File: src/rtl/wdog_pkg.sv
package wdog_pkg;
    typedef enum logic [1:0] {
        WD_OFF  = 2'd0,
        WD_M1   = 2'd1,
        WD_M2   = 2'd2,
        WD_RUN  = 2'd3
    } wd_mode_e;

    localparam int unsigned WD_ADDR_W    = 20;
    localparam logic [WD_ADDR_W-1:0] WD_CTRL_OFS = 20'h40000;
    localparam logic [WD_ADDR_W-1:0] WD_POKE_OFS = 20'h50000;
endpackage

File: src/rtl/wdog_decode.sv
module wdog_decode #(
    parameter int unsigned ADDR_W = 20,
    parameter logic [ADDR_W-1:0] CTRL_OFS = '0,
    parameter logic [ADDR_W-1:0] POKE_OFS = '1
) (
    input  logic              wr_en,
    input  logic              rd_en,
    input  logic [ADDR_W-1:0] addr,
    output logic              ctrl_wr,
    output logic              poke_wr,
    output logic              ctrl_rd
);
    logic hit_ctrl;
    logic hit_poke;

    always_comb begin
        hit_ctrl = (addr == CTRL_OFS);
        hit_poke = (addr == POKE_OFS);
        ctrl_wr  = wr_en && hit_ctrl;
        poke_wr  = wr_en && hit_poke;
        ctrl_rd  = rd_en && hit_ctrl;
    end
endmodule

File: src/rtl/wdog_prescaler.sv
module wdog_prescaler #(
    parameter int unsigned PRESC_W = 10
) (
    input  logic clk,
    input  logic rst_n,
    input  logic restart,
    input  logic en,
    output logic tick
);
    logic [PRESC_W-1:0] div_d, div_q;

    always_comb begin
        tick = en && !restart && (div_q == {PRESC_W{1'b1}});
        if (restart || !en) begin
            div_d = '0;
        end else begin
            div_d = div_q + 1'b1;
        end
    end

    always_ff @(posedge clk) begin
        if (!rst_n) begin
            div_q <= '0;
        end else begin
            div_q <= div_d;
        end
    end
endmodule

File: src/rtl/wdog_poke_timer.sv
module wdog_poke_timer
    import wdog_pkg::*;
#(
    parameter int unsigned ADDR_W  = WD_ADDR_W,
    parameter int unsigned DATA_W  = 64,
    parameter int unsigned PRESC_W = 10,
    parameter int unsigned LEN_W   = 16,
    parameter int unsigned PAD_W   = 8,
    parameter logic [ADDR_W-1:0] CTRL_OFS = WD_CTRL_OFS,
    parameter logic [ADDR_W-1:0] POKE_OFS = WD_POKE_OFS
) (
    input  logic              clk,
    input  logic              rst_n,
    input  logic              wr_en,
    input  logic              rd_en,
    input  logic [ADDR_W-1:0] addr,
    input  logic [DATA_W-1:0] wdata,
    output logic [DATA_W-1:0] rdata,
    output logic              expire
);
    localparam int unsigned CNT_W   = LEN_W + PAD_W;
    localparam int unsigned MODE_W  = 2;
    localparam int unsigned MODE_LSB = 0;
    localparam int unsigned LEN_LSB = 4;
    localparam int unsigned CNT_LSB = LEN_LSB + LEN_W;

    typedef struct packed {
        wd_mode_e         mode;
        logic [LEN_W-1:0] len;
        logic [CNT_W-1:0] cnt;
        logic             expire;
    } wd_state_t;

    wd_state_t d, q;

    logic ctrl_wr, poke_wr, ctrl_rd;
    logic tick;
    logic armed;

    logic [MODE_W-1:0] mode_q;
    logic [LEN_W-1:0]  len_q;
    logic [CNT_W-1:0]  cnt_q;

    wdog_decode #(
        .ADDR_W   (ADDR_W),
        .CTRL_OFS (CTRL_OFS),
        .POKE_OFS (POKE_OFS)
    ) u_dec (
        .wr_en   (wr_en),
        .rd_en   (rd_en),
        .addr    (addr),
        .ctrl_wr (ctrl_wr),
        .poke_wr (poke_wr),
        .ctrl_rd (ctrl_rd)
    );

    assign armed = (q.mode != WD_OFF);

    wdog_prescaler #(
        .PRESC_W (PRESC_W)
    ) u_presc (
        .clk     (clk),
        .rst_n   (rst_n),
        .restart (ctrl_wr || poke_wr),
        .en      (armed),
        .tick    (tick)
    );

    always_comb begin
        d = q;
        if (ctrl_wr) begin
            d.mode   = wd_mode_e'(wdata[MODE_LSB +: MODE_W]);
            d.len    = wdata[LEN_LSB +: LEN_W];
            d.cnt    = wdata[CNT_LSB +: CNT_W];
            d.expire = 1'b0;
        end else begin
            if (poke_wr) begin
                d.cnt = {q.len, {PAD_W{1'b0}}};
            end else if (armed && tick && (q.cnt != '0)) begin
                d.cnt = q.cnt - 1'b1;
            end
            if (armed && (q.cnt == '0)) begin
                d.expire = 1'b1;
            end
        end
    end

    always_ff @(posedge clk) begin
        if (!rst_n) begin
            q <= '{mode: WD_OFF, len: '0, cnt: '0, expire: 1'b0};
        end else begin
            q <= d;
        end
    end

    always_comb begin
        rdata = '0;
        if (ctrl_rd) begin
            rdata[MODE_LSB +: MODE_W] = q.mode;
            rdata[LEN_LSB +: LEN_W]   = q.len;
            rdata[CNT_LSB +: CNT_W]   = q.cnt;
        end
    end

    assign expire = q.expire;
    assign mode_q = q.mode;
    assign len_q  = q.len;
    assign cnt_q  = q.cnt;
endmodule

File: config.mk
export PLATFORM = sky130hd
export DESIGN_NAME = wdog_poke_timer
export DESIGN_NICKNAME = d
export VERILOG_FILES = /design/src/rtl/wdog_pkg.sv /design/src/rtl/wdog_decode.sv /design/src/rtl/wdog_prescaler.sv /design/src/rtl/wdog_poke_timer.sv
export SDC_FILE = /design/constraint.sdc
export NUM_CORES = 1
export LEC_CHECK = 0
export ABC_AREA = 0
export ABC_CLOCK_PERIOD_IN_PS = 2850
export BUFFER_PORTS_ARGS = -buffer_cell sky130_fd_sc_hd__buf_2
export CAP_MARGIN = 15
export CORE_MARGIN = 5
export CORE_UTILIZATION = 47
export DETAILED_ROUTE_END_ITERATION = 8
export HOLD_SLACK_MARGIN = 0.05
export PLACE_DENSITY = 0.8
export RECOVER_POWER = 50
export REMOVE_ABC_BUFFERS = 1
export SETUP_SLACK_MARGIN = 0.1
export SKIP_LAST_GASP = 1
export SLEW_MARGIN = 20
export SYNTH_ARGS = -nofsm -noshare
export SYNTH_HDL_FRONTEND = slang
export SYNTH_SLANG_ARGS = --single-unit
File: constraint.sdc
create_clock -name clk -period 2.85 [get_ports clk]
set_input_delay 0.4275 -clock clk [delete_from_list [all_inputs] [get_ports clk]]
set_output_delay 0.4275 -clock clk [all_outputs]
set_load 0.1 [all_outputs]
==> key figures, run 1 <==
Status
  – Run status: finished, final reports clean

Global routing
  – Total congestion overflow: 0
  – Initial antenna violation count: 0
  – First-pass GRT wire length: 14200 um
  – Largest net degree at the start of global routing: 43
  – Overall routing resource usage: 0.205
  – Vias in the first global route: ~3100

Timing
  – Final period util: 0.888
  – Period minus WS final: ~2500 ps
  – Final hold vios: 0
  – Least-Margin Pin Slew: roughly 1200 ps
  – Clock Skew: ~12 ps
  – Hold Worst Slack: around 340 ps
  – Final slew viol count: 0
  – Rel. slew slack: 0.215
  – Setup TNS: 0 ps
  – RSZ-0062 raised after global routing: no
  – Final setup violation count: 0
  – Max Fclk: a little under 400 MHz

Drt
  – Drt total wl: between 9000 and 10000 um
  – Starting DRC count in detailed routing: ~220
  – ANT nets after route: 0
  – Residual DRC: 0
  – Vias per inst: about 5.4
  – Vias post-DR: 3148
  – Drt wl/cell: 15.6 um
  – Drt pass-1 iters: 5

Cells and area
  – Area Overhead vs Synth: 37.4%
  – Most common cell after layout, fill and taps aside: buf_2
  – Most frequent cells in the layout: 65 x buf_2, 53 x dfxtp_1, 51 x nand2_1
  – Design area: ~4400 um2
  – Final Net Count: around 590
  – Layout cells sized above 1: 0.287
  – ANT cells: 0
  – Non-Filler Instances: ~580

Clock network
  – Post-cts resize count: 0
  – Num Clock Sinks: 53
  – CTS tree: yes
  – Clk root buf: clkbuf_8
  – Num CTS Buffers: 5
  – CTS clk-pin slew, worst paths: about 100 ps
  – Post-CTS Hold Fix Bufs: 0
  – Post-CTS setup buffers: 0
  – Worst skew pair latency: about 310 ps
  – H-tree depth: 2
  – CTS Buffer Depth: 2

Synth
  – Synth top area share: 0.329
  – Post-synthesis mux area share: 0.0485
  – Synth Cell Area: approximately 3200 um2
  – Syn Inst Count: around 400
  – Synth top area cells: dfxtp_1 33%, and2_1 8.2%, a21oi_1 6.1%, nand2_1 5.9%, buf_4 5.1%
  – Synth Area in XOR/XNOR: 0.0625
  – Post-Synth Adder-Cell Area: 0.0117
  – Ys Warns: 0
  – Unique cell type count in the Yosys netlist: 54
  – Main combinational cell family by area after synthesis: simple AND/OR/NAND/NOR gates
  – Synth Area in Simple Gates: 0.316
  – Most used DFF post-synth: dfxtp_1
  – Register area share after synthesis: 0.329
  – Synth Area in Compound Gates: 0.146
  – Share of flip-flops with an asynchronous set or reset: 0
  – Post-synth top area cell: dfxtp_1
  – Post-synth EDFFs: 0
  – #FFs+latches synth: between 50 and 60
  – Avg Inst Size Synth: 8.03 um2

Die
  – # IOs: between 150 and 200
  – Die Height: ~93 um
  – Die ar.: 8610 um2
  – Initial Util: 0.480
  – Die Wd: around 93 um
  – Area of the core: between 6000 and 7000 um2
  – Row cnt: 30

Placement
  – Dpl hpwl: 6910 um
  – I/O Buffers: 108
  – Placed Area: between 4000 and 5000 um2
  – Placer Congestion: slightly above 0.9
  – Inst Count DP: between 500 and 600

Worst setup path
  – Crit Path Max Fanout: 15
  – Family with the most delay on the worst path: simple AND/OR/NAND/NOR gates
  – Startpoint Class: input pin
  – Largest stage delay, worst path: around 580 ps
  – Data arrival, critical path: between 2000 and 3000 ps
  – Kind of critical path: in -> reg
  – Crit-path cells: buf_2, nor4b_1, nand4_1, or2_0, nor2_1, clkbuf_1, nand2_1, a21oi_1
  – Worst Setup End Kind: register
  – Worst Path Required: 3090 ps
  – Worst path slowest cell: clkbuf_1
  – Buffers and inverters on the worst path: 2

Power
  – Peak VDD IR: 0.298 mV
  – Pleak: 1.80 nW
  – Pwr/cell area: ~310 nW/um2

Worst hold path
  – Worst Hold Class: in -> reg

Flow run
  – Total of max-cap violations: 0
-- final timing paths --
path,from,endpoint,slack [ps],depth (start not counted)
worst max register to register,cnt_q[9],cnt_q[20],320,6
worst min register to register,len_q[15],len_q[15],470,2
worst min-delay path,wdata[22],cnt_q[2],340,3
worst max-delay path,addr[9],len_q[9],320,8
-- synth_stat cells (2+ instances only) --
master    count
dfxtp_1      53
nand2_1      51
and2_1       42
a21oi_1      39
nor2_1       24
buf_4        22
o21ai_0      19
xor2_1       15
clkbuf_1     14
mux2_2       13
nand3_1      11
nor3_1        9
nor4_1        8
xnor2_1       8
a211oi_1      6
and3_1        5
nand4_1       5
buf_2         4
inv_1         4
or2_2         4
ha_1          3
nand3b_1      3
a211oi_2      2
a31oi_1       2
nor2b_1       2
nor4b_2       2
o221a_2       2
o311ai_0      2
or3_1         2
-- routing by layer --
layer | track usage | wire length, um | vias to the layer above
met2 | 0.361 | 4550 | 125
met1 | 0.251 | 3700 | 1452
met4 | 0.0696 | 199 | 0
li1 | - | - | 1554
met3 | 0.0341 | 639 | 17
met5 | 0 | 0 | -
-- cell type report --
type                       count  area (um2)
timing repair buffer         114        1220
clock inverter                 1        7.51
sequential                    53        1060
fill                         540        2290
tap                           80         100
clock buffer                   7        76.3
multi-input combinational    322        1940
inverter                       5        18.8
-- power breakdown --
group	total (mW)	internal (mW)	switching, mW
logic	0.217	0.0482	0.168
clock network	0.416	0.174	0.242
registers	0.740	0.740	0.000000998
-- cells by family (layout without fill, tap and decap cells) --
logic type               count (synthesis)  after routing
AND/OR/NAND/NOR                        182            182
AO/OA/AOI/OAI                           78             78
flip-flops                              53             53
buffers and inverters                   47            127
XOR/XNOR                                23             23
multiplexers                            14             14
adder cells (fa/ha/maj)                  3              3
other                                    1             22
-- registers in the layout (all words and copies together) (netlist names) --
signal         flops
expire             1
cnt_q             24
u_presc.div_q     10
len_q             16
mode_q             2
-- tightest hold or removal path, delay by kind of cell --
| kind | cells | cell delay, ps |
|---|---|---|
| buf+inv | 1 | 80 |
| simple gates | 1 | 50 |
| compound gates | 1 | 60 |
-- stage by stage --
step	total power, mW	utilization	setup slack, ps
2_1_floorplan	0.909	-	-52.2
3_3_place_gp	0.970	0.651	358
3_5_place_dp	0.971	0.651	336
4_1_cts	1.38	0.664	330
5_1_grt	1.41	0.659	126
6_report	1.37	0.659	318
(Power assumes the default switching activity.)
==> run 2: changes to the inputs <==
- CORE_UTILIZATION: 47 -> 48
- CTS_CLUSTER_SIZE: not set -> 12
- SYNTH_HIERARCHICAL: not set -> 1
==> run 2 against run 1 <==
  * Hold slack gained 5.4 ps
  * Die area grew 2.6%
  * Register-to-register slack lost 80 ps
  * Synthesized area grew 5.1%
  * Combinational power shrank 11%
  * Sequential power is essentially flat
  * Clock power grew 9.4%
  * Fmax shrank 5.5%
  * Setup slack lost 150 ps
  * Critical path type unchanged
  * Via count grew 16%
  * Largest power group unchanged
==> key figures, run 2 <==
Status
  – Run status: finished, final reports clean

Global routing
  – Overall routing resource usage: 0.232 (+0.0274)
  – Initial antenna violation count: 0 (unchanged)
  – Gr busiest metal: met2
  – Met3 Use GR: 0.0489 (+0.0148)
  – M1 GR Usage: 0.291 (+0.0402)
  – Vias in the first global route: 3539 (+15%)
  – M2 GR Usage: 0.371 (+0.0103)
  – Total congestion overflow: 0 (unchanged)
  – Largest net degree at the start of global routing: 55 (+28%)
  – First-pass GRT wire length: 16500 um (+16%)

Synth
  – Register area share after synthesis: 0.313 (-0.0161)
  – Most numerous cell in the Yosys netlist: dfxtp_1
  – Avg Inst Size Synth: 7.91 um2 (-1.5%)
  – Unique cell type count in the Yosys netlist: 62 (+15%)
  – Syn Inst Count: 428 (+6.7%)
  – Commonest cells in the netlist: 53 x dfxtp_1, 48 x nor2_1, 43 x and2_1
  – Synth top area share: 0.313 (-0.0161)
  – #FFs+latches synth: 53 (unchanged)
  – Share of flip-flops with an asynchronous set or reset: 0 (unchanged)
  – Post-synth EDFFs: 0 (unchanged)
  – Synth top area cells: dfxtp_1 31%, and2_1 7.9%, nor2_1 5.3%, buf_4 5.1%, mux2i_1 4.7%
  – Most used DFF post-synth: dfxtp_1
  – Ys Warns: 6 (+6)
  – Post-synth top area cell: dfxtp_1
  – Synth Cell Area: 3390 um2 (+5.1%)

Worst setup path
  – Crit-path most repeated cell: nor3_1
  – Worst Path Required: 3070 ps (-20 ps)
  – Crit-path cells: buf_2, nor4_1, nand4_1, nor3_1, nor2_2, clkinv_1, nand3b_1, nor3_1, and2_2, o41ai_2, buf_4, and2_1, o21ai_0, and3_1
  – Largest stage delay, worst path: 360 ps (-220 ps)
  – Crit Path Max Fanout: 6 (-9)
  – Family with the most delay on the worst path: simple AND/OR/NAND/NOR gates
  – Buffers and inverters on the worst path: 3 (+1)
  – Data arrival, critical path: 2900 ps (+130 ps)
  – FF-to-FF setup slack: 240 ps (-80 ps)
  – Kind of critical path: in -> reg
  – Startpoint Class: input pin
  – Worst Setup End Kind: register
  – Worst path slowest cell: nor3_1

Flow run
  – Total of max-cap violations: 0 (unchanged)

Cells and area
  – Sequential Area: 1060 um2 (unchanged)
  – Final Net Count: 626 (+5.7%)
  – Most frequent cells in the layout: 65 x buf_2, 53 x dfxtp_1, 48 x nor2_1
  – Fillers: 535 (-0.93%)
  – Multi-input gate area: 2090 um2 (+7.3%)
  – Area Overhead vs Synth: 38.2%
  – Most common cell after layout, fill and taps aside: buf_2
  – Max reg flops: 24 (unchanged)
  – Layout cells sized above 1: 0.276 (-0.0107)
  – ANT cells: 0 (unchanged)

Timing
  – Final slew viol count: 0 (unchanged)
  – Final period util: 0.940 (+0.0520)
  – Period minus WS final: 2680 ps (+148 ps)
  – Final setup violation count: 0 (unchanged)
  – Clock Skew: 10.0 ps (-2.37 ps)
  – RSZ-0062 raised after global routing: no
  – Max Fclk: 373 MHz (-5.5%)
  – Final setup margin: 170 ps (-148 ps)
  – Setup TNS: 0 ps (unchanged)
  – Final hold vios: 0 (unchanged)
  – Least-Margin Pin Slew: 1180 ps (-1.49 ps)
  – Rel. slew slack: 0.216 (+0.000989)

Clock network
  – Num CTS Buffers: 5 (unchanged)
  – CTS tree: yes
  – Post-CTS setup buffers: 0 (unchanged)
  – Num Clock Sinks: 53 (unchanged)
  – Post-cts resize count: 0 (unchanged)
  – H-tree depth: 2 (unchanged)
  – Post-CTS Hold Fix Bufs: 0 (unchanged)
  – CTS clk-pin slew, worst paths: 100 ps (about the same)
  – Worst skew pair latency: 320 ps (about the same)
  – Clk root buf: clkbuf_8
  – CTS Buffer Depth: 2 (unchanged)

Die
  – Row cnt: 30 (unchanged)
  – Die Wd: 94 um (+1.3%)
  – # IOs: 153 (unchanged)
  – Area of the core: 6830 um2 (+1.7%)
  – Die Height: 94 um (+1.3%)
  – Initial Util: 0.496 (+0.0163)
  – Die ar.: 8840 um2 (+2.6%)

Power
  – Pleak: 1.93 nW (+7.5%)
  – Peak VDD IR: 0.186 mV (-37%)
  – Pwr/cell area: 297 nW/um2 (-4.3%)

Drt
  – Residual DRC: 0 (unchanged)
  – Starting DRC count in detailed routing: 230 (+7.0%)
  – Drt pass-1 iters: 7 (+2)
  – Drt wl/cell: 16.2 um (+3.9%)
  – Vias per inst: 5.77 (+6.6%)
  – ANT nets after route: 0 (unchanged)
  – Drt total wl: 10300 um (+13%)
  – Vias post-DR: 3645 (+16%)

Placement
  – Dpl hpwl: 7580 um (+9.7%)
  – Placer Congestion: 0.951 (+2.4%)
  – I/O Buffers: 108 (unchanged)
  – Post-placement setup slack: -117 ps (-453 ps)

Worst hold path
  – Worst Hold Class: in -> reg
run 2: final timing paths:
kind / from / endpoint / depth (start not counted)
setup / recovery: addr[4] / cnt_q[12] / 14
setup reg to reg: cnt_q[1] / cnt_q[12] / 9
hold / removal: wdata[17] / len_q[13] / 3
hold reg to reg: u_presc/div_q[0] / u_presc/div_q[0] / 1
run 2: metal layers:
metal | part of all wire | wire length, um | up-vias
li1 | - | - | 1700
met1 | 0.39 | 4050 | 1672
met2 | 0.47 | 4850 | 233
met3 | 0.094 | 964 | 40
met4 | 0.038 | 390 | 0
met5 | 0 | 0 | -
run 2: worst min-delay path, cell delays in order:
cell and delay [ps]:
buf_2 80, mux2i_1 60, nor2_1 70
run 2: layout make-up:
cell class,instances,share of cell area
Sequential cell,53,0.227
Clock buffer,6,0.0176
Multi-Input combinational cell,343,0.446
Timing Repair Buffer,123,0.274
Tap cell,96,0.0257
Clock inverter,2,0.00294
Inverter,9,0.00722
run 2: cells by family (layout without fill, tap and decap cells):
logic type                 count (synthesis)  after routing  share of synthesized area
adders and majority gates                  3              3                     0.0111
DFF                                       53             53                      0.313
buffers and inverters                     53            140                     0.0935
xor gates and xnor gates                   8              8                     0.0207
and+or+nand+nor                          196            196                      0.322
other                                      1             22                    0.00111
AOI/OAI and AO/OA                         98             98                      0.191
muxes                                     16             16                     0.0473
run 2: per-stage QoR:
stage	util	power [mW]	cells	hold slack [ps]	instance area (um2)
after CTS	0.688	1.39	632	348	4700
after detailed placement	0.674	0.948	624	449	4600
after global placement	0.674	0.946	624	440	4600
final	0.685	1.39	632	345	4680
after floorplan	-	0.894	405	430	3180
after global routing	0.685	1.43	632	349	4680
run 2: power by group:
| group | internal [mW] | total [mW] | switching [mW] | leakage, nW |
|---|---|---|---|---|
| Clock | 0.197 | 0.455 | 0.258 | 0.0512 |
| Sequential | 0.740 | 0.740 | 0.00000125 | 0.427 |
| Combinational | 0.0357 | 0.193 | 0.158 | 1.46 |
